File: src/rtl/cpx_pkg.sv
package cpx_pkg;

    // Add two lane or slot numbers modulo n; both operands are below n.
    function automatic int wrap_add(input int a, input int b, input int n);
        int s;
        s = a + b;
        return (s >= n) ? s - n : s;
    endfunction

endpackage

File: src/rtl/cpx_slot_counter.sv
module cpx_slot_counter #(
    parameter int N_SLOTS = 4,
    localparam int SW = (N_SLOTS > 1) ? $clog2(N_SLOTS) : 1
) (
    input  logic          clk,
    input  logic          rst,
    output logic [SW-1:0] slot
);
    localparam logic [SW-1:0] LAST = SW'(N_SLOTS - 1);

    logic [SW-1:0] slot_d, slot_q;

    always_comb begin
        if (rst)                slot_d = '0;
        else if (slot_q == LAST) slot_d = '0;
        else                    slot_d = slot_q + 1'b1;
    end

    always_ff @(posedge clk) begin
        slot_q <= slot_d;
    end

    assign slot = slot_q;

    // wrap from the last slot to zero
    p_slot_wrap_r2: assert property (@(posedge clk) disable iff (rst)
        (slot_q == LAST) |=> (slot_q == '0));

    // single step otherwise
    p_slot_step_r2: assert property (@(posedge clk) disable iff (rst)
        (slot_q != LAST) |=> (slot_q == $past(slot_q) + 1'b1));
endmodule

File: src/rtl/cpx_rotator.sv
module cpx_rotator #(
    parameter int N_PORTS = 4,
    parameter int CELL_W  = 8,
    localparam int SW = (N_PORTS > 1) ? $clog2(N_PORTS) : 1
) (
    input  logic [N_PORTS*CELL_W-1:0] in_data,
    input  logic [N_PORTS-1:0]        in_valid,
    input  logic [SW-1:0]             slot,
    output logic [N_PORTS*CELL_W-1:0] rot_data,
    output logic [N_PORTS-1:0]        rot_valid
);
    always_comb begin
        rot_data  = '0;
        rot_valid = '0;
        for (int j = 0; j < N_PORTS; j++) begin
            int dst;
            dst = cpx_pkg::wrap_add(j, int'(slot), N_PORTS);
            rot_valid[dst] = in_valid[j];
            rot_data[dst*CELL_W +: CELL_W] =
                in_valid[j] ? in_data[j*CELL_W +: CELL_W] : '0;
        end
    end
endmodule

File: src/rtl/cpx_crossbar.sv
module cpx_crossbar #(
    parameter int N_PORTS = 4,
    parameter int CELL_W  = 8,
    localparam int SLOT_W = (N_PORTS > 1) ? $clog2(N_PORTS) : 1
) (
    input  logic                      clk,
    input  logic                      rst,
    input  logic [N_PORTS*CELL_W-1:0] in_data,
    input  logic [N_PORTS-1:0]        in_valid,
    output logic [N_PORTS*CELL_W-1:0] out_data,
    output logic [N_PORTS-1:0]        out_valid,
    output logic [SLOT_W-1:0]         slot_idx
);
    typedef struct packed {
        logic [N_PORTS*CELL_W-1:0] data;
        logic [N_PORTS-1:0]        valid;
    } out_reg_t;

    out_reg_t                  out_d, out_q;
    logic [SLOT_W-1:0]         slot;
    logic [N_PORTS*CELL_W-1:0] rot_data;
    logic [N_PORTS-1:0]        rot_valid;

    cpx_slot_counter #(.N_SLOTS(N_PORTS)) u_slot (
        .clk  (clk),
        .rst  (rst),
        .slot (slot)
    );

    cpx_rotator #(.N_PORTS(N_PORTS), .CELL_W(CELL_W)) u_rot (
        .in_data   (in_data),
        .in_valid  (in_valid),
        .slot      (slot),
        .rot_data  (rot_data),
        .rot_valid (rot_valid)
    );

    always_comb begin
        if (rst) begin
            out_d = '0;
        end else begin
            out_d.data  = rot_data;
            out_d.valid = rot_valid;
        end
    end

    always_ff @(posedge clk) begin
        out_q <= out_d;
    end

    assign out_data  = out_q.data;
    assign out_valid = out_q.valid;
    assign slot_idx  = slot;

    // reset clears slot and outputs
    p_reset_clear_r1: assert property (@(posedge clk)
        rst |=> (slot_idx == '0 && out_valid == '0 && out_data == '0));

    // cells are conserved through the permutation
    p_cell_count_r6: assert property (@(posedge clk) disable iff (rst)
        1'b1 |=> ($countones(out_valid) == $past($countones(in_valid))));

    // an idle output lane carries zero data
    for (genvar o = 0; o < N_PORTS; o++) begin : g_idle
        p_idle_zero_r5: assert property (@(posedge clk) disable iff (rst)
            !out_valid[o] |-> (out_data[o*CELL_W +: CELL_W] == '0));
    end
endmodule

File: config.mk
export PLATFORM = sky130hd
export DESIGN_NAME = cpx_crossbar
export DESIGN_NICKNAME = d
export VERILOG_FILES = /design/src/rtl/cpx_pkg.sv /design/src/rtl/cpx_slot_counter.sv /design/src/rtl/cpx_rotator.sv /design/src/rtl/cpx_crossbar.sv
export SDC_FILE = /design/constraint.sdc
export NUM_CORES = 1
export LEC_CHECK = 0
export BUFFER_PORTS_ARGS = -buffer_cell sky130_fd_sc_hd__buf_2
export CORE_UTILIZATION = 55
export CTS_BUF_LIST = sky130_fd_sc_hd__clkbuf_8
export CTS_CLUSTER_DIAMETER = 80
export DETAILED_ROUTE_END_ITERATION = 7
export PLACE_DENSITY = 0.87
export REMOVE_ABC_BUFFERS = 1
export SLEW_MARGIN = 20
export SYNTH_ARGS = -nofsm -noshare
export SYNTH_HDL_FRONTEND = slang
export SYNTH_SLANG_ARGS = --single-unit
File: constraint.sdc
create_clock -name clk -period 4.2 [get_ports clk]
set_input_delay 0.42 -clock clk [delete_from_list [all_inputs] [get_ports clk]]
set_output_delay 0.42 -clock clk [all_outputs]
set_load 0.02 [all_outputs]
==> Word-level counts from Yosys, hierarchy flattened <==
Index checks and enable logic that the tools add are counted.
W data, S select, Z words.
{ "word_totals": {"register_bits": 38, "elab_cells": 65, "inputBits": 38, "out_inout_bits": 38} }
{ "classes": {"n_addsub": 12, "n_shift": 8, "reduce_logical": 5, "n_lt_le_gt_ge": 12, "n_eq_ne": 1, "mux": 22, "bitwise_logic": 2} }
{ "op_table": {"columns": ["operator", "count"], "rows": [
  ["$neg A32 Y33", 4],
  ["$shift A8 B33 Y32 const A", 4],
  ["$shiftx A8 B33 Y32", 4],
  ["$ge A32 B1 Y1 const B", 4],
  ["$lt A32 B4 Y1 const B", 4],
  ["$mux W32", 4],
  ["$bwmux W32", 3],
  ["$ge A32 B4 Y1 const B", 3],
  ["$sub A32 B4 Y32 const B", 3],
  ["$and A32 B32 Y32", 1],
  ["$mux W8", 4],
  ["$bwmux W4", 3],
  ["$demux W1 S2", 4],
  ["$add A2 B2 Y3 const A", 2],
  ["$and A4 B4 Y4", 1],
  ["$logic_and A1 B1 Y1", 4],
  ["$mux W1", 4],
  ["$sub A2 B3 Y4 const B", 1],
  ["$add A1 B2 Y3 const A", 1],
  ["$ge A2 B3 Y1 const B", 1],
  ["$add A2 B1 Y2 const B", 1],
  ["$eq A2 B2 Y1 const B", 1],
  ["$reduce_or A2 Y1", 1]
]} }

==> Depth between registers and ports, before layout <==
{ "logic_depth": {"ltp_word": 10, "depth_mapped": 9, "ltp_nobuf": 6} }

==> Cells and area by module <==
From an unflattened synthesis, not the netlist that was laid out.
{ "unflattened": {"cells_unflattened": 291, "hier_area_um2": 2429.8} }
{ "by_module_without_submodules": {"columns": ["module", "n_inst", "seq_area_each_um2", "area_per_inst_um2", "cells_each"], "rows": [
  ["cpx_rotator", 1, 0.0, 1360.1, 211],
  ["cpx_crossbar", 1, 720.7, 994.7, 75],
  ["cpx_slot_counter", 1, 40.0, 75.1, 5]
]} }

==> Least setup slack after synthesis <==
Ideal clock, no wire load.
{ "synth_timing": {"path_kind": "register to register", "start": "register u_slot.slot_q[0] (netlist: u_slot.slot[0])", "end": "register out_q (netlist bit out_data[0])", "required_time_ns": 4.126, "path_stages_with_launch": 10, "path_slack_ns": 1.777, "period_less_slack_ns": 2.423, "path_buffers": 3, "setup_time_ns": 0.074, "arrival_ns": 2.349, "path_cell_list": "dfxtp_1 -> buf_2 -> inv_1 -> ha_1 -> buf_2 -> or3b_1 -> buf_2 -> and4bb_2 -> a221oi_1 -> o21ai_0"} }
{ "synth_between": {"elab_chain_cells": 8, "word_cells_on_any_way": 31, "classes_between": "11 x add/sub; 4 x order compare; 8 x shift; 7 x mux; 1 x bitwise"} }
{ "synth_lines": {"columns": ["item", "line", "text"], "rows": [
  ["start: declaration", "cpx_slot_counter.sv:11", "logic [SW-1:0] slot_d, slot_q;"],
  ["start signal: assignment", "cpx_slot_counter.sv:20", "slot_q <= slot_d;"],
  ["$add A1 B2 Y3, or another cell as far along", "cpx_pkg.sv:6", "s = a + b;"],
  ["$sub A32 B4 Y32, or another cell as far along", "cpx_pkg.sv:7", "return (s >= n) ? s - n : s;"],
  ["$mux W32 / $neg A32 Y33 (equally long branches)", "cpx_pkg.sv:7, cpx_rotator.sv:20", null],
  ["$neg A32 Y33, or another cell as far along", "cpx_rotator.sv:20", "in_valid[j] ? in_data[j*CELL_W +: CELL_W] : '0;"],
  ["$shiftx A8 B33 Y32, or another cell as far along", "cpx_rotator.sv:19", "rot_data[dst*CELL_W +: CELL_W] ="],
  ["$bwmux W32 (2 in a row)", "cpx_rotator.sv:19", null],
  ["$bwmux W32 (*)", "cpx_rotator.sv:19", null],
  ["end signal: assignment", "cpx_crossbar.sv:48", "out_q <= out_d;"],
  ["end: declaration", "cpx_crossbar.sv:19", "out_reg_t out_d, out_q;"]
]} }
Mark *: on every way between the ends. The rest lies on a longest branch, timed or not.
A chain may end at the register's enable or synchronous reset.

==> Final worst setup path <==
{ "layout_timing": {"start": "register u_slot.slot_q[0] (netlist: u_slot.slot[0])", "end": "register out_q (netlist bit out_data[7])"} }
Same word-level chain as after synthesis.

==> impl_metrics.csv <==
group,metric,value,unit
run_status,status,"finished clean",
die,coreArea,3661,um^2
worst_setup_path,crit_fanout,15,
synthesis,synth_area_leader_cell,"dfxtp_1",
routing,drtAntennaViolNets,0,
worst_setup_path,crit_arrival,3.12,ns
die,die_height,63.66,um
power,powerDensity,404.2,nW/um^2
layout,fill_cells,315,
clocking,cts_tree,"done",
worst_setup_path,endpoint_kind,"register",
layout,syn_to_final_growth,24.60,%
clocking,worstSkewPairLatency,0.30,ns
synthesis,synth-edff-count,0,
clocking,cts_setup_buffers,0,
sta,setup-tns-final,0,ns
power,power.leakage,1.058,nW
synthesis,yosysSeqAreaShare,36.39,%
worst_setup_path,critPathKind,"register to register",
routing,drt-initial-drc-count,319,
synthesis,ys_types,32,
layout,fin_nets,365,
placed_design,dp_hpwl,4531,um
die,die_w,63.66,um
global_routing,antenna_found_initial,0,
sta,tightestPinTransition,1.185,ns
synthesis,synthTopCellsByArea,"dfxtp_1, nand2_1, o22ai_1",
sta,final.min_clock_period,2.907,ns
clocking,clockBufferDepth,2,
die,num_rows,22,
layout,seqCellArea,760.7,um^2
global_routing,grt_max_degree,25,
synthesis,synth-async-reset-ratio,0,%
layout,drive_gt1_share,27.81,%
die,start_util,57.11,%
worst_setup_path,crit_slowest_cell,"nor2_1",
sta,maxSlewHeadroom,20.37,%
job,maxCapViolCount,0,
global_routing,grt_pass1_vias,2202,
routing,drc,0,
clocking,cts_buffers,5,
routing,num_vias,2500,
clocking,cts-resized-gates,0,
worst_setup_path,start_kind,"register",
clocking,cts_root_buf,"clkbuf_8",
clocking,hold_buffers,0,
synthesis,ys_ff_latch,38,
sta,period_share,69.21,%
synthesis,syn_area,2091,um^2
routing,wl,6810,um
clocking,htree_levels,2,
sta,holdWs,0.3449,ns
worst_setup_path,path_cells,"inv_1 -> ha_1 -> nand3b_1 -> nor2_1 -> a221oi_1 -> o21ai_0",
power,irDropWorstVdd,0.2778,mV
synthesis,synthFlopType,"dfxtp_1",
layout,antennaDiodeCount,0,
synthesis,synthCells,255,
synthesis,synth_area_per_cell,8.199,um^2
routing,routed_via_density,6.793,
routing,wl_per_cell,18.51,um
hold_path,hold_class,"input port to register",
worst_setup_path,worstPathRequired,4.41,ns
clocking,path_clk_slew,0.08,ns
global_routing,grt_pass1_wl,10520,um
layout,layout_common_cells,"buf_2, nand2_1, dfxtp_1, o22ai_1, nand3b_1",
sta,rsz0062_at_grt,"no",
routing,first_pass_iters,6,
layout,layout_commonest_cell,"buf_2",
global_routing,overflow,0,
synthesis,synth_top_area_share,36.39,%
sta,clock_skew,0.009317,ns
die,io_pins,76,
clocking,clkSinkCount,38,
layout,multi_input_area,1247,um^2
sta,setup_viol,0,
placed_design,routabilityCongestion,0.9841,
sta,max_freq,344.0,MHz
die,die_area,4052,um^2
sta,hold_violations,0,
global_routing,gr-usage-all-layers,34.30,%
worst_setup_path,max_stage_delay,0.66,ns
sta,drv_slew,0,
synthesis,yosys_warnings,0,
placed_design,io_buffers,75,
[synth_stat cells, types with 2 or more instances]
| library cell | number |
|---|---|
| inv_1 | 3 |
| a21oi_1 | 16 |
| o221ai_1 | 16 |
| nand4b_1 | 2 |
| clkbuf_1 | 12 |
| buf_1 | 3 |
| a32oi_1 | 8 |
| nand3b_1 | 18 |
| a22oi_1 | 3 |
| o31ai_1 | 8 |
| o21ai_0 | 12 |
| or3_1 | 2 |
| o22ai_1 | 24 |
| nand2_1 | 46 |
| a221oi_1 | 7 |
| nor2_1 | 6 |
| ha_1 | 8 |
| buf_2 | 4 |
| nor3_1 | 6 |
| nand4bb_1 | 2 |
| dfxtp_1 | 38 |
[where the power goes]
part / internal [mW] / total (mW) / switching (mW) / leakage [nW]
Combinational: 0.0924 / 0.273 / 0.181 / 0.678
Clock: 0.253 / 0.385 / 0.132 / 0.0714
Sequential: 0.384 / 0.394 / 0.0107 / 0.309
[state kept, by name, summed over array words and instances (netlist names)]
signal,flops
out_valid,4
out_data,32
u_slot.slot,2
[kinds of logic after synthesis]
family	count (synthesis)	share of synthesized area (%)
AOI/OAI and AO/OA	96	31.42
adders and majority gates	8	4.788
DFF	38	36.39
buffers and inverters	22	4.189
and+or+nand+nor	91	23.22
[cell type report]
cell class / count / share of cell area (%)
Inverter: 3 / 0.4323
Tap cell: 48 / 2.305
Timing Repair Buffer: 76 / 14.70
Clock buffer: 6 / 3.170
Clock inverter: 2 / 2.305
Multi-Input combinational cell: 195 / 47.89
Sequential cell: 38 / 29.20
[metal layers]
| metal | up-vias | track usage, % | wire [um] |
|---|---|---|---|
| li1 | 1122 | - | - |
| met1 | 1126 | 43.16 | 2639 |
| met2 | 202 | 51.73 | 2934 |
| met3 | 50 | 10.33 | 869 |
| met4 | 0 | 19.03 | 367 |
| met5 | - | 0 | 0 |
[worst max-delay path, delay by kind of cell (launching register included)]
| family | cells | cell delay [ns] |
|---|---|---|
| simple gates | 2 | 1.16 |
| flops | 1 | 0.59 |
| compound gates | 2 | 0.46 |
| fa+ha+maj | 1 | 0.43 |
| buf+inv | 1 | 0.17 |
[metrics by stage]
step / area (um^2) / cells / utilization [%] / worst slack (ns) / total power, mW
after floorplan: 2014 / 236 / - / 1.798 / 0.5692
final: 2605 / 368 / 71.16 / 1.293 / 1.053
after detailed placement: 2457 / 360 / 67.12 / 1.464 / 0.6653
after CTS: 2600 / 368 / 71.02 / 1.454 / 1.044
after global placement: 2457 / 360 / 67.12 / 1.582 / 0.6603
after global routing: 2605 / 368 / 71.16 / 1.215 / 1.092
[final timing paths]
path                                      from             end  slack [ns]  cells past startpoint
worst min register to register  u_slot.slot[0]  u_slot.slot[0]        0.70                      1
worst max-delay path            u_slot.slot[0]     out_data[7]        1.29                      6
worst min-delay path               in_data[24]     out_data[0]        0.34                      3
worst max register to register  u_slot.slot[0]     out_data[7]        1.29                      6
(Power assumes the default switching activity.)
